### config.mk
export PLATFORM = sky130hd
export DESIGN_NAME = cube_intersect_unit
export DESIGN_NICKNAME = d
export VERILOG_FILES = /design/src/rtl/cube_pkg.sv /design/src/rtl/cube_line_merge.sv /design/src/rtl/cube_merge_core.sv /design/src/rtl/cube_intersect_unit.sv
export SDC_FILE = /design/constraint.sdc
export NUM_CORES = 1
export LEC_CHECK = 0
export ABC_AREA = 0
export BUFFER_PORTS_ARGS = -buffer_cell sky130_fd_sc_hd__buf_2
export CORE_MARGIN = 8
export CORE_UTILIZATION = 45
export DETAILED_ROUTE_END_ITERATION = 10
export GPL_ROUTABILITY_DRIVEN = 0
export MAX_ROUTING_LAYER = met4
export PLACE_DENSITY = 0.69
export SYNTH_ARGS = -nofsm -noshare
export SYNTH_HDL_FRONTEND = slang
export SYNTH_SLANG_ARGS = --single-unit
### constraint.sdc
create_clock -name clk -period 4.01 [get_ports clk]
set_input_delay 0.802 -clock clk [delete_from_list [all_inputs] [get_ports clk]]
set_output_delay 0.802 -clock clk [all_outputs]
set_load 0.02 [all_outputs]
### src/rtl/cube_pkg.sv
package cube_pkg;
    localparam int LINE_W = 3;

    typedef enum logic [LINE_W-1:0] {
        LV_ZERO = 3'b000,
        LV_ONE  = 3'b001,
        LV_X    = 3'b010,
        LV_D    = 3'b011,
        LV_DBAR = 3'b100
    } line_val_e;

    typedef enum logic {
        ST_IDLE    = 1'b0,
        ST_PRESENT = 1'b1
    } ctrl_state_e;

    function automatic logic code_defined(input logic [LINE_W-1:0] c);
        return c <= LV_DBAR;
    endfunction

    function automatic logic code_is_fault(input logic [LINE_W-1:0] c);
        return (c == LV_D) || (c == LV_DBAR);
    endfunction
endpackage

### src/rtl/cube_line_merge.sv
module cube_line_merge
    import cube_pkg::*;
(
    input  logic [LINE_W-1:0] val_a,
    input  logic [LINE_W-1:0] val_b,
    output logic [LINE_W-1:0] val_r,
    output logic              clash_hard,
    output logic              clash_soft
);
    always_comb begin
        val_r      = LV_X;
        clash_hard = 1'b0;
        clash_soft = 1'b0;
        if (!code_defined(val_a) || !code_defined(val_b)) begin
            clash_hard = 1'b1;
        end else if (val_a == LV_X) begin
            val_r = val_b;
        end else if (val_b == LV_X) begin
            val_r = val_a;
        end else if (val_a == val_b) begin
            val_r = val_a;
        end else if (code_is_fault(val_a) || code_is_fault(val_b)) begin
            clash_soft = 1'b1;
        end else begin
            clash_hard = 1'b1;
        end
    end

    // A single line reports at most one kind of failure
    always_comb begin
        assert_line_exclusive_R4: assert (!(clash_hard && clash_soft));
    end
endmodule

### src/rtl/cube_merge_core.sv
module cube_merge_core
    import cube_pkg::*;
#(
    parameter int LINES = 12,
    localparam int BUS_W = LINES * LINE_W
) (
    input  logic [BUS_W-1:0] bus_a,
    input  logic [BUS_W-1:0] bus_b,
    output logic [BUS_W-1:0] bus_r,
    output logic             any_hard,
    output logic             any_soft
);
    logic [LINES-1:0] hard_vec;
    logic [LINES-1:0] soft_vec;

    for (genvar i = 0; i < LINES; i++) begin : g_line
        cube_line_merge u_line (
            .val_a      (bus_a[i*LINE_W +: LINE_W]),
            .val_b      (bus_b[i*LINE_W +: LINE_W]),
            .val_r      (bus_r[i*LINE_W +: LINE_W]),
            .clash_hard (hard_vec[i]),
            .clash_soft (soft_vec[i])
        );
    end

    assign any_hard = |hard_vec;
    assign any_soft = |soft_vec;
endmodule

### src/rtl/cube_intersect_unit.sv
module cube_intersect_unit
    import cube_pkg::*;
#(
    parameter int LINES = 12,
    localparam int BUS_W = LINES * LINE_W
) (
    input  logic             clk,
    input  logic             rst,
    input  logic             start,
    input  logic [BUS_W-1:0] cube_a,
    input  logic [BUS_W-1:0] cube_b,
    output logic [BUS_W-1:0] cube_out,
    output logic             hard_fail,
    output logic             soft_fail,
    output logic             out_valid
);
    ctrl_state_e      state_q;
    ctrl_state_e      state_d;
    logic [BUS_W-1:0] merged;
    logic             merged_hard;
    logic             merged_soft;

    cube_merge_core #(.LINES(LINES)) u_core (
        .bus_a    (cube_a),
        .bus_b    (cube_b),
        .bus_r    (merged),
        .any_hard (merged_hard),
        .any_soft (merged_soft)
    );

    always_comb begin
        unique case (state_q)
            ST_IDLE:    state_d = start ? ST_PRESENT : ST_IDLE;
            ST_PRESENT: state_d = start ? ST_PRESENT : ST_IDLE;
            default:    state_d = ST_IDLE;
        endcase
    end

    always_ff @(posedge clk) begin
        if (rst) state_q <= ST_IDLE;
        else     state_q <= state_d;
    end

    always_ff @(posedge clk) begin
        if (rst) begin
            cube_out  <= '0;
            hard_fail <= 1'b0;
            soft_fail <= 1'b0;
        end else if (start) begin
            cube_out  <= merged;
            hard_fail <= merged_hard;
            soft_fail <= merged_soft;
        end
    end

    assign out_valid = (state_q == ST_PRESENT);

    assert_valid_after_start_R7: assert property (@(posedge clk) disable iff (rst)
        start |=> out_valid);
    assert_no_valid_without_start_R7: assert property (@(posedge clk) disable iff (rst)
        !start |=> !out_valid);
    assert_hold_when_idle_R7: assert property (@(posedge clk) disable iff (rst)
        !start |=> ($stable(hard_fail) && $stable(soft_fail) && $stable(cube_out)));
    assert_reset_clears_R8: assert property (@(posedge clk)
        rst |=> (!out_valid && !hard_fail && !soft_fail));
endmodule

# Word-level counts from Yosys, hierarchy flattened
# Index checks and enable logic that the tools add are counted.
# totals
ff_bits,39
output_inout_bits,39
elab_cells,355
# op_classes
magnitude_cmp,24
n_eq_ne,84
n_mux,169
reduce_logical,74
# ops
op,n
$eq A3 B2 Y1 const B,48
$mux W3,48
$mux W1,121
$eq A3 B3 Y1 const B,24
$le A3 B3 Y1 const B,24
$logic_or A1 B1 Y1,48
$eq A3 B3 Y1,12
$logic_not A1 Y1,24
$reduce_or A12 Y1,2

# Depth between registers and ports, before layout
# logic_depth
word_depth,9
mapped_depth,8
ltp_nobuf,7

# Hierarchy
# From an unflattened synthesis, not the netlist that was laid out.
# hier_totals
hier_cells,580
area_unflattened_um2,4707.0
# modules_own_cells
module,n_inst,cells_per_inst,area_each_um2,seq_area_each_um2
cube_line_merge (u_core.g_line[0].u_line ...),9,38,284.0,0.0
cube_intersect_unit,1,125,1393.8,780.7
cube_line_merge (u_core.g_line[7].u_line ...),3,35,236.5,0.0
cube_merge_core,1,8,47.5,0.0

# Least setup slack after synthesis
# Ideal clock, no wire load.
# synth_timing
kind,input-to-reg
from,in cube_b[27]
to,reg hard_fail
setup_ps,134
arrival_ps,1928
t_required_ps,3876
slack_ps,1948
cell_stages,8
n_path_buf,1
path_cell_list,buf_4 > or2_4 > a21oi_2 > nor2_1 > o2111ai_2 > nand4_1 > nor4_1 > a211oi_1
# synth_via
elab_chain_cells,9
word_cells_on_any_way,15
# synth_rtl
item,line_no,rtl
from (decl),cube_intersect_unit.sv:11,"input logic [BUS_W-1:0] cube_b,"
$eq A3 B2 Y1 / $eq A3 B3 Y1 (equally long branches),cube_pkg.sv:22,return (c == LV_D) || (c == LV_DBAR);
$logic_or A1 B1 Y1,cube_pkg.sv:22,
$logic_or A1 B1 Y1,cube_line_merge.sv:22,end else if (code_is_fault(val_a) || code_is_fault(val_b)) begin
$mux W1,cube_line_merge.sv:22,
$mux W1,cube_line_merge.sv:20,end else if (val_a == val_b) begin
$mux W1,cube_line_merge.sv:18,end else if (val_b == LV_X) begin
$mux W1,cube_line_merge.sv:16,end else if (val_a == LV_X) begin
$mux W1 *,cube_line_merge.sv:14,if (!code_defined(val_a) || !code_defined(val_b)) begin
$reduce_or A12 Y1 *,cube_merge_core.sv:26,assign any_hard = |hard_vec;
to (signal assigned),cube_intersect_unit.sv:51,hard_fail <= merged_hard;
to (decl),cube_intersect_unit.sv:13,"output logic hard_fail,"
# Mark *: on every way between the ends. The rest lies on a longest branch, timed or not.
# A chain may end at the register's enable or synchronous reset.

==> results.toml <==
[timing]
hold_viol = 0
setup_viol = 0
rsz0062_at_grt = "false"
slew_viol_final = 0
slew_headroom = 0.475
finalClockSkew_ns = 0
setup-tns-final_ns = 0
period_minus_slack_ns = 2.28
fmax_mhz = 439
worst_pin_slew_ns = 0.786
min_period_over_period = 0.569

[min_path]
hold_class = "flop to flop"
min_delay_path_depth = 2

[outcome]
status = "finished, final reports clean"

[layout]
fin_area_um2 = 5030
drive_above_1_share = 0.172
final_nets = 853
multi_input_area_um2 = 3310
final_cell_mix = "113 x buf_2, 100 x a21oi_1, 92 x nor2_1"
regArea_um2 = 781
syn_to_final_growth_pct = 9.65
fill_cells = 1077
n_antenna_cell = 0
final_common_cell = "buf_2"

[setup_path]
crit_path_max_fanout = 45
path_depth = 5
crit_buf_inv = 2
critPathCaptureType = "flop"
slowest_stage = "buf_2"
crit_family = "buffers and inverters"
path_class = "input pin to flop"
cpPeakStageDelay_ns = 0.51
required_ns = 4.24
cp-start-kind = "input pin"
reg2reg_depth = 2
worstPathArrival_ns = 2.51
crit_chain = "buf_2, inv_2, a2111oi_0, a21oi_1, nor2_1"

[synth]
avgSynthCellArea_um2 = 6.21
yosys_warnings = 0
seq_area_frac_synth = 0.170
syn-cell-area_um2 = 4590
synth_edf_count = 0
netlist_instances = 739
ys_seq_elements = 39
ys.flop_type = "dfxtp_1"
synth_cell_type_count = 65
synthesis.nets = 814
synthArstFlopShare = 0

[clocking]
tritoncts = "built"
cts_buffer_depth = 2
clk_pin_slew_worst_paths_ns = 0.09
cts_made_buffers = 5
htreeDepth = 2
worstSkewPairLatency_ns = 0.29
cts_resized = 0
cts_setup_buffers = 0
cts_hold_buf = 0
clock_sinks = 39
cts_root_buffer = "clkbuf_8"

[floorplan]
initial_utilization = 0.455
coreArea_um2 = 10100
die-height_um = 117
io_pins = 114
die_x_um = 117
dieArea_um2 = 13700
std_cell_rows = 37

[global_routing]
antenna_found_initial = 0
grt_max_degree = 46
grt_pass1_vias = 4659
grt_pass1_wl_mm = 23.0
grt_overflow = 0
globalRouteTotalUtil = 0.208

[routing]
vias_per_cell = 6.01
wire_per_inst_um = 15.7
ant_nets = 0
wl_mm = 14.4
drc_errors = 0
vias = 5503
initialDrtViolationCount = 571
first_pass_iters = 5

[placement]
place_area_um2 = 4930
port_buffers = 113
dp_hpwl_mm = 10.5

[run]
drv_cap = 0

[pwr]
peakVddDrop_uv = 123
p_leak_nw = 1.97
power.density_nw_per_um2 = 231
[sequential cells by signal, summed over array words and instances (netlist names)]
register / cells
cube_out: 36
hard_fail: 1
out_valid: 1
soft_fail: 1
[worst register-to-register path, delay by kind of cell, from the launching register on]
kind            cells  cell delay, ns
flops               1            0.38
simple gates        1            0.05
compound gates      1            0.25
[per-layer routing]
metal / routed length (um) / GRT usage
met3: 1060 / 0.0354
met2: 6520 / 0.313
met1: 6490 / 0.284
met4: 312 / 0.0512
met5: 0 / -
[through the flow]
stage | utilization | hold WS [ns] | instances | power (mW) | setup slack, ns
final | 0.499 | 0.468 | 915 | 1.16 | 1.73
after global routing | 0.499 | 0.490 | 915 | 1.24 | 1.51
after CTS | 0.499 | 0.471 | 915 | 1.17 | 1.73
after detailed placement | 0.488 | 0.453 | 907 | 0.858 | 1.40
after global placement | 0.488 | 0.447 | 907 | 0.846 | 1.44
after floorplan | - | 0.541 | 739 | 0.751 | 1.95
[where the power goes]
group	internal [mW]	leakage [nW]	switching, mW
Combinational	0.159	1.60	0.286
Sequential	0.403	0.319	0.00918
Clock	0.157	0.0505	0.151
[synthesized netlist by cell type (all sizes together), types with 4 or more instances]
cell,number,share of area
a2111oi,5,0.011
a211oi,5,0.0082
a21oi,101,0.11
a31oi,9,0.012
a32oi,4,0.0076
buf,54,0.064
clkbuf,27,0.022
dfxtp,39,0.17
inv,25,0.022
mux2i,6,0.013
nand2,59,0.048
nand2b,20,0.027
nand3,15,0.016
nand4,12,0.016
nor2,92,0.075
nor2b,29,0.040
nor3,50,0.055
nor3b,4,0.0065
nor4,16,0.022
o2111ai,6,0.013
o211ai,14,0.023
o21ai,66,0.073
o221ai,4,0.0076
o22ai,10,0.015
o32a,8,0.017
or2,4,0.0060
or3,6,0.0082
xnor2,8,0.015
[area by class of cell]
class / count / area share
multi-input cells: 594 / 0.658
clock buffers: 7 / 0.0191
flip-flops and latches: 39 / 0.155
inverters: 25 / 0.0196
well taps: 136 / 0.0338
repair buffers: 113 / 0.112
clock inverters: 1 / 0.00149
[worst paths after layout]
kind | start | to | slack (ns)
setup / recovery | start | cube_out[14] | 1.73
hold reg to reg | cube_out[34] | cube_out[34] | 0.47
hold / removal | cube_out[34] | cube_out[34] | 0.47
setup reg to reg | soft_fail | soft_fail | 3.24
[cells by family after synthesis]
logic type | Yosys count | synth area share
flip-flops | 39 | 0.170
multiplexers | 6 | 0.0131
AO/OA/AOI/OAI | 258 | 0.348
XOR/XNOR | 11 | 0.0210
AND/OR/NAND/NOR | 319 | 0.340
buffers and inverters | 106 | 0.108
Power figures use the tool's default switching activity.
